===== config.mk =====
export PLATFORM = sky130hd
export DESIGN_NAME = adc_cmd_seq
export DESIGN_NICKNAME = d
export VERILOG_FILES = /design/src/rtl/adcseq_pkg.sv /design/src/rtl/adcseq_ctrl.sv /design/src/rtl/adcseq_dp.sv /design/src/rtl/adc_cmd_seq.sv
export SDC_FILE = /design/constraint.sdc
export NUM_CORES = 1
export LEC_CHECK = 0
export ABC_AREA = 1
export BUFFER_PORTS_ARGS = -buffer_cell sky130_fd_sc_hd__buf_2
export CAP_MARGIN = 10
export CORE_UTILIZATION = 43
export DETAILED_ROUTE_END_ITERATION = 8
export HOLD_SLACK_MARGIN = 0.08
export PLACE_DENSITY_LB_ADDON = 0.25
export SYNTH_ARGS = -nofsm -noshare
export SYNTH_HDL_FRONTEND = slang
export SYNTH_SLANG_ARGS = --single-unit
export TNS_END_PERCENT = 20

===== constraint.sdc =====
create_clock -name clk -period 2.5 [get_ports clk]
set_input_delay 0.375 -clock clk [delete_from_list [all_inputs] [get_ports clk]]
set_output_delay 0.375 -clock clk [all_outputs]
set_load 0.01 [all_outputs]

===== src/rtl/adcseq_pkg.sv =====
`timescale 1ns/1ps
package adcseq_pkg;

  typedef enum logic [1:0] {
    KIND_RREG  = 2'd0,
    KIND_WREG  = 2'd1,
    KIND_RDATA = 2'd2,
    KIND_SPARE = 2'd3
  } kind_e;

  localparam logic [3:0] OP_RREG_HI = 4'h1;
  localparam logic [3:0] OP_WREG_HI = 4'h5;
  localparam logic [7:0] OP_RDATA   = 8'h03;
  localparam logic [7:0] OP_NOP     = 8'h00;

  // strobes from control to datapath
  typedef struct packed {
    logic       accept;
    logic       rise;
    logic       fall;
    logic       clrMosi;
    logic [2:0] bitIdx;
    logic [1:0] byteIdx;
  } stb_t;

  function automatic logic [2:0] cmdBytes(kind_e k);
    case (k)
      KIND_WREG:  return 3'd3;
      KIND_RDATA: return 3'd1;
      default:    return 3'd2;
    endcase
  endfunction

  function automatic logic [2:0] rspBytes(kind_e k);
    case (k)
      KIND_WREG:  return 3'd0;
      KIND_RDATA: return 3'd3;
      default:    return 3'd1;
    endcase
  endfunction

endpackage


===== src/rtl/adcseq_ctrl.sv =====
`timescale 1ns/1ps
module adcseq_ctrl
  import adcseq_pkg::*;
#(
  parameter int DIV_CYC  = 4,
  parameter int WAIT_CYC = 50
) (
  input  logic  clk,
  input  logic  rst,
  input  logic  reqValid,
  input  kind_e reqKind,
  output logic  reqReady,
  output logic  spiCsN,
  output logic  spiSclk,
  output logic  rspValid,
  output stb_t  stb
);

  localparam int HALF    = DIV_CYC / 2;
  localparam int CNT_MAX = (WAIT_CYC > HALF) ? WAIT_CYC : HALF;
  localparam int CW      = $clog2(CNT_MAX + 1);

  typedef enum logic [2:0] {
    ST_IDLE, ST_SETUP, ST_HIGH, ST_LOW, ST_WAIT, ST_FIN
  } st_e;

  st_e          state, nxtState;
  logic [CW-1:0] cnt, nxtCnt;
  logic [2:0]   bitIdx;
  logic [1:0]   byteIdx;
  kind_e        kindQ;
  logic         lastCmd, lastAll;

  assign lastCmd  = ({1'b0, byteIdx} == cmdBytes(kindQ) - 3'd1);
  assign lastAll  = ({1'b0, byteIdx} == cmdBytes(kindQ) + rspBytes(kindQ) - 3'd1);
  assign reqReady = (state == ST_IDLE);

  always_comb begin
    nxtState    = state;
    nxtCnt      = (cnt != '0) ? cnt - 1'b1 : cnt;
    stb         = '0;
    stb.bitIdx  = bitIdx;
    stb.byteIdx = byteIdx;
    case (state)
      ST_IDLE: if (reqValid) begin
        stb.accept = 1'b1;
        nxtState   = ST_SETUP;
        nxtCnt     = CW'(HALF - 1);
      end
      ST_SETUP: if (cnt == '0) begin
        nxtState    = ST_HIGH;
        nxtCnt      = CW'(HALF - 1);
        stb.rise    = 1'b1;
        stb.bitIdx  = 3'd0;
        stb.byteIdx = 2'd0;
      end
      ST_HIGH: if (cnt == '0) begin
        nxtState = ST_LOW;
        nxtCnt   = CW'(HALF - 1);
        stb.fall = 1'b1;
      end
      ST_LOW: if (cnt == '0) begin
        if (bitIdx != 3'd7) begin
          nxtState   = ST_HIGH;
          nxtCnt     = CW'(HALF - 1);
          stb.rise   = 1'b1;
          stb.bitIdx = bitIdx + 3'd1;
        end else if (lastAll) begin
          nxtState    = ST_FIN;
          stb.clrMosi = 1'b1;
        end else if (lastCmd) begin
          nxtState    = ST_WAIT;
          nxtCnt      = CW'(WAIT_CYC - 1);
          stb.clrMosi = 1'b1;
          stb.bitIdx  = 3'd0;
          stb.byteIdx = byteIdx + 2'd1;
        end else begin
          nxtState    = ST_HIGH;
          nxtCnt      = CW'(HALF - 1);
          stb.rise    = 1'b1;
          stb.bitIdx  = 3'd0;
          stb.byteIdx = byteIdx + 2'd1;
        end
      end
      ST_WAIT: if (cnt == '0) begin
        nxtState = ST_HIGH;
        nxtCnt   = CW'(HALF - 1);
        stb.rise = 1'b1;
      end
      ST_FIN:  nxtState = ST_IDLE;
      default: nxtState = ST_IDLE;
    endcase
  end

  always_ff @(posedge clk) begin
    if (rst) begin
      state    <= ST_IDLE;
      cnt      <= '0;
      bitIdx   <= 3'd0;
      byteIdx  <= 2'd0;
      kindQ    <= KIND_RREG;
      spiCsN   <= 1'b1;
      spiSclk  <= 1'b0;
      rspValid <= 1'b0;
    end else begin
      state    <= nxtState;
      cnt      <= nxtCnt;
      bitIdx   <= stb.bitIdx;
      byteIdx  <= stb.byteIdx;
      if (stb.accept) kindQ <= reqKind;
      spiSclk  <= (nxtState == ST_HIGH);
      spiCsN   <= (nxtState == ST_IDLE);
      rspValid <= (state == ST_FIN) && (kindQ != KIND_WREG);
    end
  end

endmodule


===== src/rtl/adcseq_dp.sv =====
`timescale 1ns/1ps
module adcseq_dp
  import adcseq_pkg::*;
(
  input  logic        clk,
  input  logic        rst,
  input  kind_e       reqKind,
  input  logic [3:0]  reqAddr,
  input  logic [7:0]  reqData,
  input  stb_t        stb,
  input  logic        spiMiso,
  output logic        spiMosi,
  output logic [23:0] rspData
);

  kind_e      kindQ;
  logic [3:0] addrQ;
  logic [7:0] dataQ;
  logic [7:0] curByte;
  logic       inRsp;

  always_comb begin
    curByte = OP_NOP;
    case (stb.byteIdx)
      2'd0: begin
        if (kindQ == KIND_RDATA)     curByte = OP_RDATA;
        else if (kindQ == KIND_WREG) curByte = {OP_WREG_HI, addrQ};
        else                         curByte = {OP_RREG_HI, addrQ};
      end
      2'd2:    curByte = (kindQ == KIND_WREG) ? dataQ : OP_NOP;
      default: curByte = OP_NOP;
    endcase
  end

  assign inRsp = ({1'b0, stb.byteIdx} >= cmdBytes(kindQ));

  always_ff @(posedge clk) begin
    if (rst) begin
      kindQ   <= KIND_RREG;
      addrQ   <= 4'h0;
      dataQ   <= 8'h00;
      spiMosi <= 1'b0;
      rspData <= 24'h0;
    end else begin
      if (stb.accept) begin
        kindQ   <= reqKind;
        addrQ   <= reqAddr;
        dataQ   <= reqData;
        rspData <= 24'h0;
      end
      if (stb.rise)
        spiMosi <= curByte[~stb.bitIdx];
      else if (stb.clrMosi)
        spiMosi <= 1'b0;
      if (stb.fall && inRsp)
        rspData <= {rspData[22:0], spiMiso};
    end
  end

endmodule


===== src/rtl/adc_cmd_seq.sv =====
`timescale 1ns/1ps
module adc_cmd_seq
  import adcseq_pkg::*;
#(
  parameter int DIV_CYC  = 4,
  parameter int WAIT_CYC = 50
) (
  input  logic        clk,
  input  logic        rst,
  input  logic        reqValid,
  output logic        reqReady,
  input  logic [1:0]  reqKind,
  input  logic [3:0]  reqAddr,
  input  logic [7:0]  reqData,
  output logic        rspValid,
  output logic [23:0] rspData,
  output logic        spiCsN,
  output logic        spiSclk,
  output logic        spiMosi,
  input  logic        spiMiso
);

  stb_t  stb;
  kind_e kindIn;

  assign kindIn = kind_e'(reqKind);

  adcseq_ctrl #(.DIV_CYC(DIV_CYC), .WAIT_CYC(WAIT_CYC)) u_ctrl (
    .clk(clk), .rst(rst), .reqValid(reqValid), .reqKind(kindIn),
    .reqReady(reqReady), .spiCsN(spiCsN), .spiSclk(spiSclk),
    .rspValid(rspValid), .stb(stb)
  );

  adcseq_dp u_dp (
    .clk(clk), .rst(rst), .reqKind(kindIn), .reqAddr(reqAddr),
    .reqData(reqData), .stb(stb), .spiMiso(spiMiso),
    .spiMosi(spiMosi), .rspData(rspData)
  );

endmodule


Yosys cells after proc, flatten, opt, wreduce, memory -nomap -nowiden
Cells that the tools add are included.
- register bits: 56
- input port bits: 18
- word-level logic and storage cells: 92
- add/sub/neg operators: 6
- magnitude comparators: 2
- equality and inequality tests: 13
- mux-type cells: 47
- bitwise operators: 1
- reduce and logical (&&, ||, !) cells: 11
- operators by type and width (cell ; number):
    24-bit 2-to-1 mux ; 2
    6-bit 2-to-1 mux ; 8
    3-bit 2-to-1 mux ; 8
    6-bit one-hot mux with 3 select lines ; 1
    8-bit 2-to-1 mux ; 2
    8-bit one-hot mux with 2 select lines ; 1
    1-bit 2-to-1 mux ; 15
    3-bit one-hot mux with 4 select lines ; 1
    5-bit 2-to-1 mux ; 2
    5-bit one-hot mux with 2 select lines ; 1
    3-bit by 2-bit equality test with 1-bit output (second input constant) ; 3
    2-bit one-hot mux with 2 select lines ; 2
    7-bit 2-to-1 mux ; 1
    2-bit by 3-bit equality test with 1-bit output ; 2
    3-bit equality test (second input constant) ; 2
    3-bit zero test ; 2
    6-bit zero test ; 1
    6-bit nonzero test ; 1
    3-bit by 1-bit subtractor with 3-bit output (second input constant) ; 2
    6-bit by 1-bit subtractor with 6-bit output (second input constant) ; 1
    2-bit equality test (second input constant) ; 2
    3-bit by 4-bit < comparator with 1-bit output (second input constant) ; 1
    2-bit nonzero test ; 2
    3-bit by 1-bit adder with 3-bit output (second input constant) ; 1
    other kinds (15) ; 16

Longest topological paths before layout
- depth in word-level cells: 14
- mapped depth: 20

Hierarchy
From an unflattened synthesis, not the netlist that was laid out.
- cell total of the unflattened synthesis: 401
- area, all modules: 2870.3 sq um
- by module, submodules not included (module ; times used ; cells an instance ; area an instance (sq um) ; sequential area each (sq um)):
    adcseq_dp ; 1 ; 224 ; 1710.4 ; 780.7
    adcseq_ctrl ; 1 ; 177 ; 1159.9 ; 380.4

Least setup slack after synthesis
OpenSTA, ideal clock, no wires.
- path kind: reg-to-reg
- from: register u_dp.kindQ[1]
- to: register u_dp.rspData[20]
- library setup time: 0.071 ns
- arrival time: 2.612 ns
- required time: 2.429 ns
- setup slack: -0.183 ns
- cell stages (with the launch flop): 19
- path buffers: 3
- cell sequence: dfxtp_1 inv_1 ha_1 buf_4 inv_2 nand2_1 nand2_1 nand2_2 nand3_1 nand2_1 a21oi_4 buf_6 ha_1 o21ai_0 nand2_1 nand3_1 clkbuf_1 nand3_1 a21oi_1
- cells in the longest elaborated chain, start to end: 12
- elaborated cells between the ends (all ways): 15
- classes of those cells: add/sub (2); order compare (1); eq/ne (3); mux (7); reduce/logical (2)
- RTL lines (element ; line ; text):
    start, declared ; adcseq_dp.sv:16 ; kind_e kindQ;
    start signal, assigned ; adcseq_dp.sv:46 ; kindQ <= reqKind;
    2-bit equality test / 2-bit by 1-bit equality test with 1-bit output (equally long branches) ; adcseq_pkg.sv:27 ; case (k)
    2-bit one-hot mux with 2 select lines (on tied branches) ; n/a ;
    3-bit by 2-bit adder with 3-bit output ; n/a ;
    3-bit by 1-bit subtractor with 3-bit output ; n/a ;
    2-bit by 3-bit equality test with 1-bit output ; n/a ;
    5-bit 2-to-1 mux ; n/a ;
    2-bit 2-to-1 mux ; n/a ;
    6-bit 2-to-1 mux ; n/a ;
    5-bit one-hot mux with 2 select lines ; n/a ;
    2-bit greater-or-equal comparator * ; adcseq_dp.sv:35 ; assign inRsp = ({1'b0, stb.byteIdx} >= cmdBytes(kindQ));
    1-bit logical AND * ; adcseq_dp.sv:55 ; if (stb.fall && inRsp)
    24-bit 2-to-1 mux / 2-bit nonzero test (equally long branches) ; n/a ;
    end signal, assigned ; adcseq_dp.sv:56 ; rspData <= {rspData[22:0], spiMiso};
    end, declared ; adcseq_dp.sv:13 ; output logic [23:0] rspData
Mark *: on every way between the ends. The rest lies on a longest branch, timed or not.
A chain may end at the register's enable or synchronous reset.

==> out/results.ini <==
[critical_path]
reg2regPathDepth=16
crit_path_kind=reg -> reg
reg2reg_setup_slack_ps=130
critPathArrivalTime_ps=2600
r2r-end=u_dp.rspData[22]
required_time_of_the_worst_setup_path_ps=2740
worst_setup_endpoint=u_dp.rspData[22]
worstSetupEndpointType=register
critical_path.reg2reg.startpoint=u_dp.kindQ[0]
worst_setup_sp=u_dp.kindQ[0]
crit_path_start_kind=register
maximum_net_fanout_on_the_critical_path=12

[routing]
detail_route.drc_violations=6
wirelength_mm=7.20
routed_wire_length_per_instance_um=13.9
drt_iter0_markers=194
via_per_inst=5.43
vias=2820
antenna_left=0
drt_first_pass_iters=6

[clock_network]
clk_pin_slew_worst_paths_ps=100
tritoncts_clock_tree=built
cts_buffers=5
clockBufferDepth=2
postCtsHoldBufs=0
ctsRootBufferMaster=clkbuf_8
clk_latency_ps=310
clock_h_tree_levels=2
clock-sinks=56
postCtsSetupBuffers=0

[synthesis]
synth_enable_flop_cells=0
seq_area_frac_synth_pct=38.4
synth.ff_latch_count=56
netlist_area_um2=2920
yosys.cell_types.count=41
avg_inst_size_synth_um2=7.54
synthTopCellsByCount=56 x dfxtp_1, 48 x nand3_1, 41 x a21oi_1
yosys.cell_count.top_type=dfxtp_1
synth_top_area_share_pct=38.4
synthDominantAreaCellType=dfxtp_1
synth-warning-count=0
dominantRegCellSynth=dfxtp_1
synth.top_cells.by_area=dfxtp_1 38%, nand3_1 8.2%, a21oi_1 7.0%, nand4_1 5.6%, nand2_1 5.0%
synth_async_sr_flop_share_pct=0
synth_net_count=413
synthCells=387

[global_routing]
grt_max_degree=38
first_global_vias=2559
grt_first_pass_wirelength_mm=11.3
antenna_found_initial=0
overall_track_demand_over_capacity_in_global_routing_pct=19.2
globalRoute.totalOverflow=0

[floorplan]
die_height_um=84.4
floorplan.initialDensity_pct=45.2
rows=29
die-area_um2=7120
coreArea_um2=6460
die_width_um=84.4
floorplan.io_pins=47

[timing]
max_freq_mhz=423
sum_neg_setup_slack_ps=0
finalSetupViolations=0
rsz0062_at_grt=true
final-max-slew-violation-count=0
max-slew-margin-rel_pct=41.8
worst_slack_ps=134
final_hold_violating_endpoints=0
fin_crit_ps=2370
worst_pin_slew_ps=869
clock-skew-final_ps=8.79
fin_crit_sh_pct=94.6
hold_ws_ps=286

[power_and_ir_drop]
p_leak_nw=1.51
worst_ir_drop_vdd_uv=400
power_per_cell_area_nw_per_um2=984
total_power_mw=3.47

[placed_design]
place.detailed.instances=507
dp_slack_ps=-127
io_buffer_count=46
dpl.hpwl_mm=4.87
globalplace.congestion=0.883

[hold_path]
hold_path_class=in -> reg
worstHoldStart=reqData[3]

[status]
violations=DRC
result_of_the_run=finished, violations left

[cells_and_area]
diodes=0
fraction_of_final_layout_cells_sized_beyond_drive_strength_1_pct=27.1
final_cells=519
area.growth.synth_to_final_pct=20.8
filler_cell_count=617
finalNetCount=467

[run]
cap_viol_max_count=0

==> worst max-delay path: stages, from the launching register on <==
cell       delay [ps]
dfxtp_1           350
inv_1              70
ha_2              210
inv_2             120
a21oi_4            80
nand2_2           110
nand3_4            80
nand2_1            70
nand2_2            70
nand2_2            80
nand2_4            80
ha_1              290
o21ai_2            70
nand2_4           160
clkbuf_16         200
nand4_1            70
a21oi_1           170
==> cells in the final DEF, fill, tap and decap left out, types with 2 or more instances in the layout <==
| cell type | count |
|---|---|
| nand3_2 | 3 |
| dfxtp_1 | 55 |
| nand3_4 | 5 |
| nand3_1 | 47 |
| inv_1 | 33 |
| nand2_1 | 37 |
| o21ai_0 | 22 |
| nand4_1 | 26 |
| nor2_4 | 2 |
| ha_2 | 2 |
| nor3_1 | 3 |
| a21oi_4 | 3 |
| clkbuf_8 | 6 |
| buf_4 | 16 |
| nor2_1 | 38 |
| nand2_4 | 5 |
| a22oi_1 | 2 |
| ha_1 | 5 |
| buf_2 | 46 |
| nand3b_1 | 4 |
| inv_2 | 10 |
| nand2_2 | 5 |
| a21oi_1 | 40 |
| a211oi_1 | 3 |
| a21oi_2 | 2 |
==> how the worst min path moves through the flow <==
| stage | slack (ps) | to | cells after the start |
|---|---|---|---|
| final | 290 | u_dp.dataQ[3] | 3 |
| after global routing | 290 | u_dp.dataQ[2] | 3 |
| after CTS | 280 | u_dp.dataQ[3] | 3 |
| after detailed placement | 450 | u_dp.addrQ[3] | 2 |
| after global placement | 440 | u_dp.addrQ[0] | 2 |
| after floorplan | 430 | u_dp.addrQ[0] | 2 |
==> cell families after synthesis <==
family                     synth area share [%]
and+or+nand+nor                            32.7
AOI/OAI and AO/OA                          16.5
buffers and inverters                      8.70
DFF                                        38.4
adders and majority gates                  3.43
xor gates and xnor gates                  0.300
==> layout make-up <==
cell class	instances	area, um2	share of cell area, %
inverters	44	165	4.68
clock buffers	6	82.6	2.34
multi-input cells	270	1650	46.8
clock inverters	2	13.8	0.390
well taps	77	96.3	2.73
flip-flops and latches	56	1120	31.8
repair buffers	64	395	11.2
==> through the flow <==
step / cell area (um2) / util (%)
5_1_grt: 3530 / 54.6
3_3_place_gp: 3290 / 51.0
4_1_cts: 3400 / 52.6
6_report: 3530 / 54.6
2_1_floorplan: 2930 / -
3_5_place_dp: 3290 / 51.0
==> metal layers <==
metal / GRT usage, % / wire, um
met1: 24.8 / 3290
met2: 32.9 / 3400
met3: 3.64 / 408
met4: 5.70 / 105
met5: 0 / 0
==> power by group <==
part | leakage, nW | switching (mW) | total [mW] | internal [mW]
clock network | 0.0516 | 0.299 | 0.526 | 0.227
registers | 0.456 | 0.0736 | 1.09 | 1.02
logic | 1.00 | 1.23 | 1.85 | 0.621
==> registers in the layout (all words and copies together), names as in the netlist, 2 cells and up <==
signal / flops
u_dp.dataQ: 8
u_ctrl.state: 3
u_ctrl.cnt: 6
u_dp.kindQ: 2
u_dp.addrQ: 4
u_dp.rspData: 24
u_ctrl.bitIdx: 3
u_ctrl.byteIdx: 2
==> what timing repair did <==
| item | 4_1_cts | 5_1_grt |
|---|---|---|
| gates cloned | 0 | 4 |
| pin swaps | 0 | 3 |
| gates resized for setup | 1 | 17 |
| setup endpoints to repair | 24 | 25 |
(Power assumes the default switching activity.)
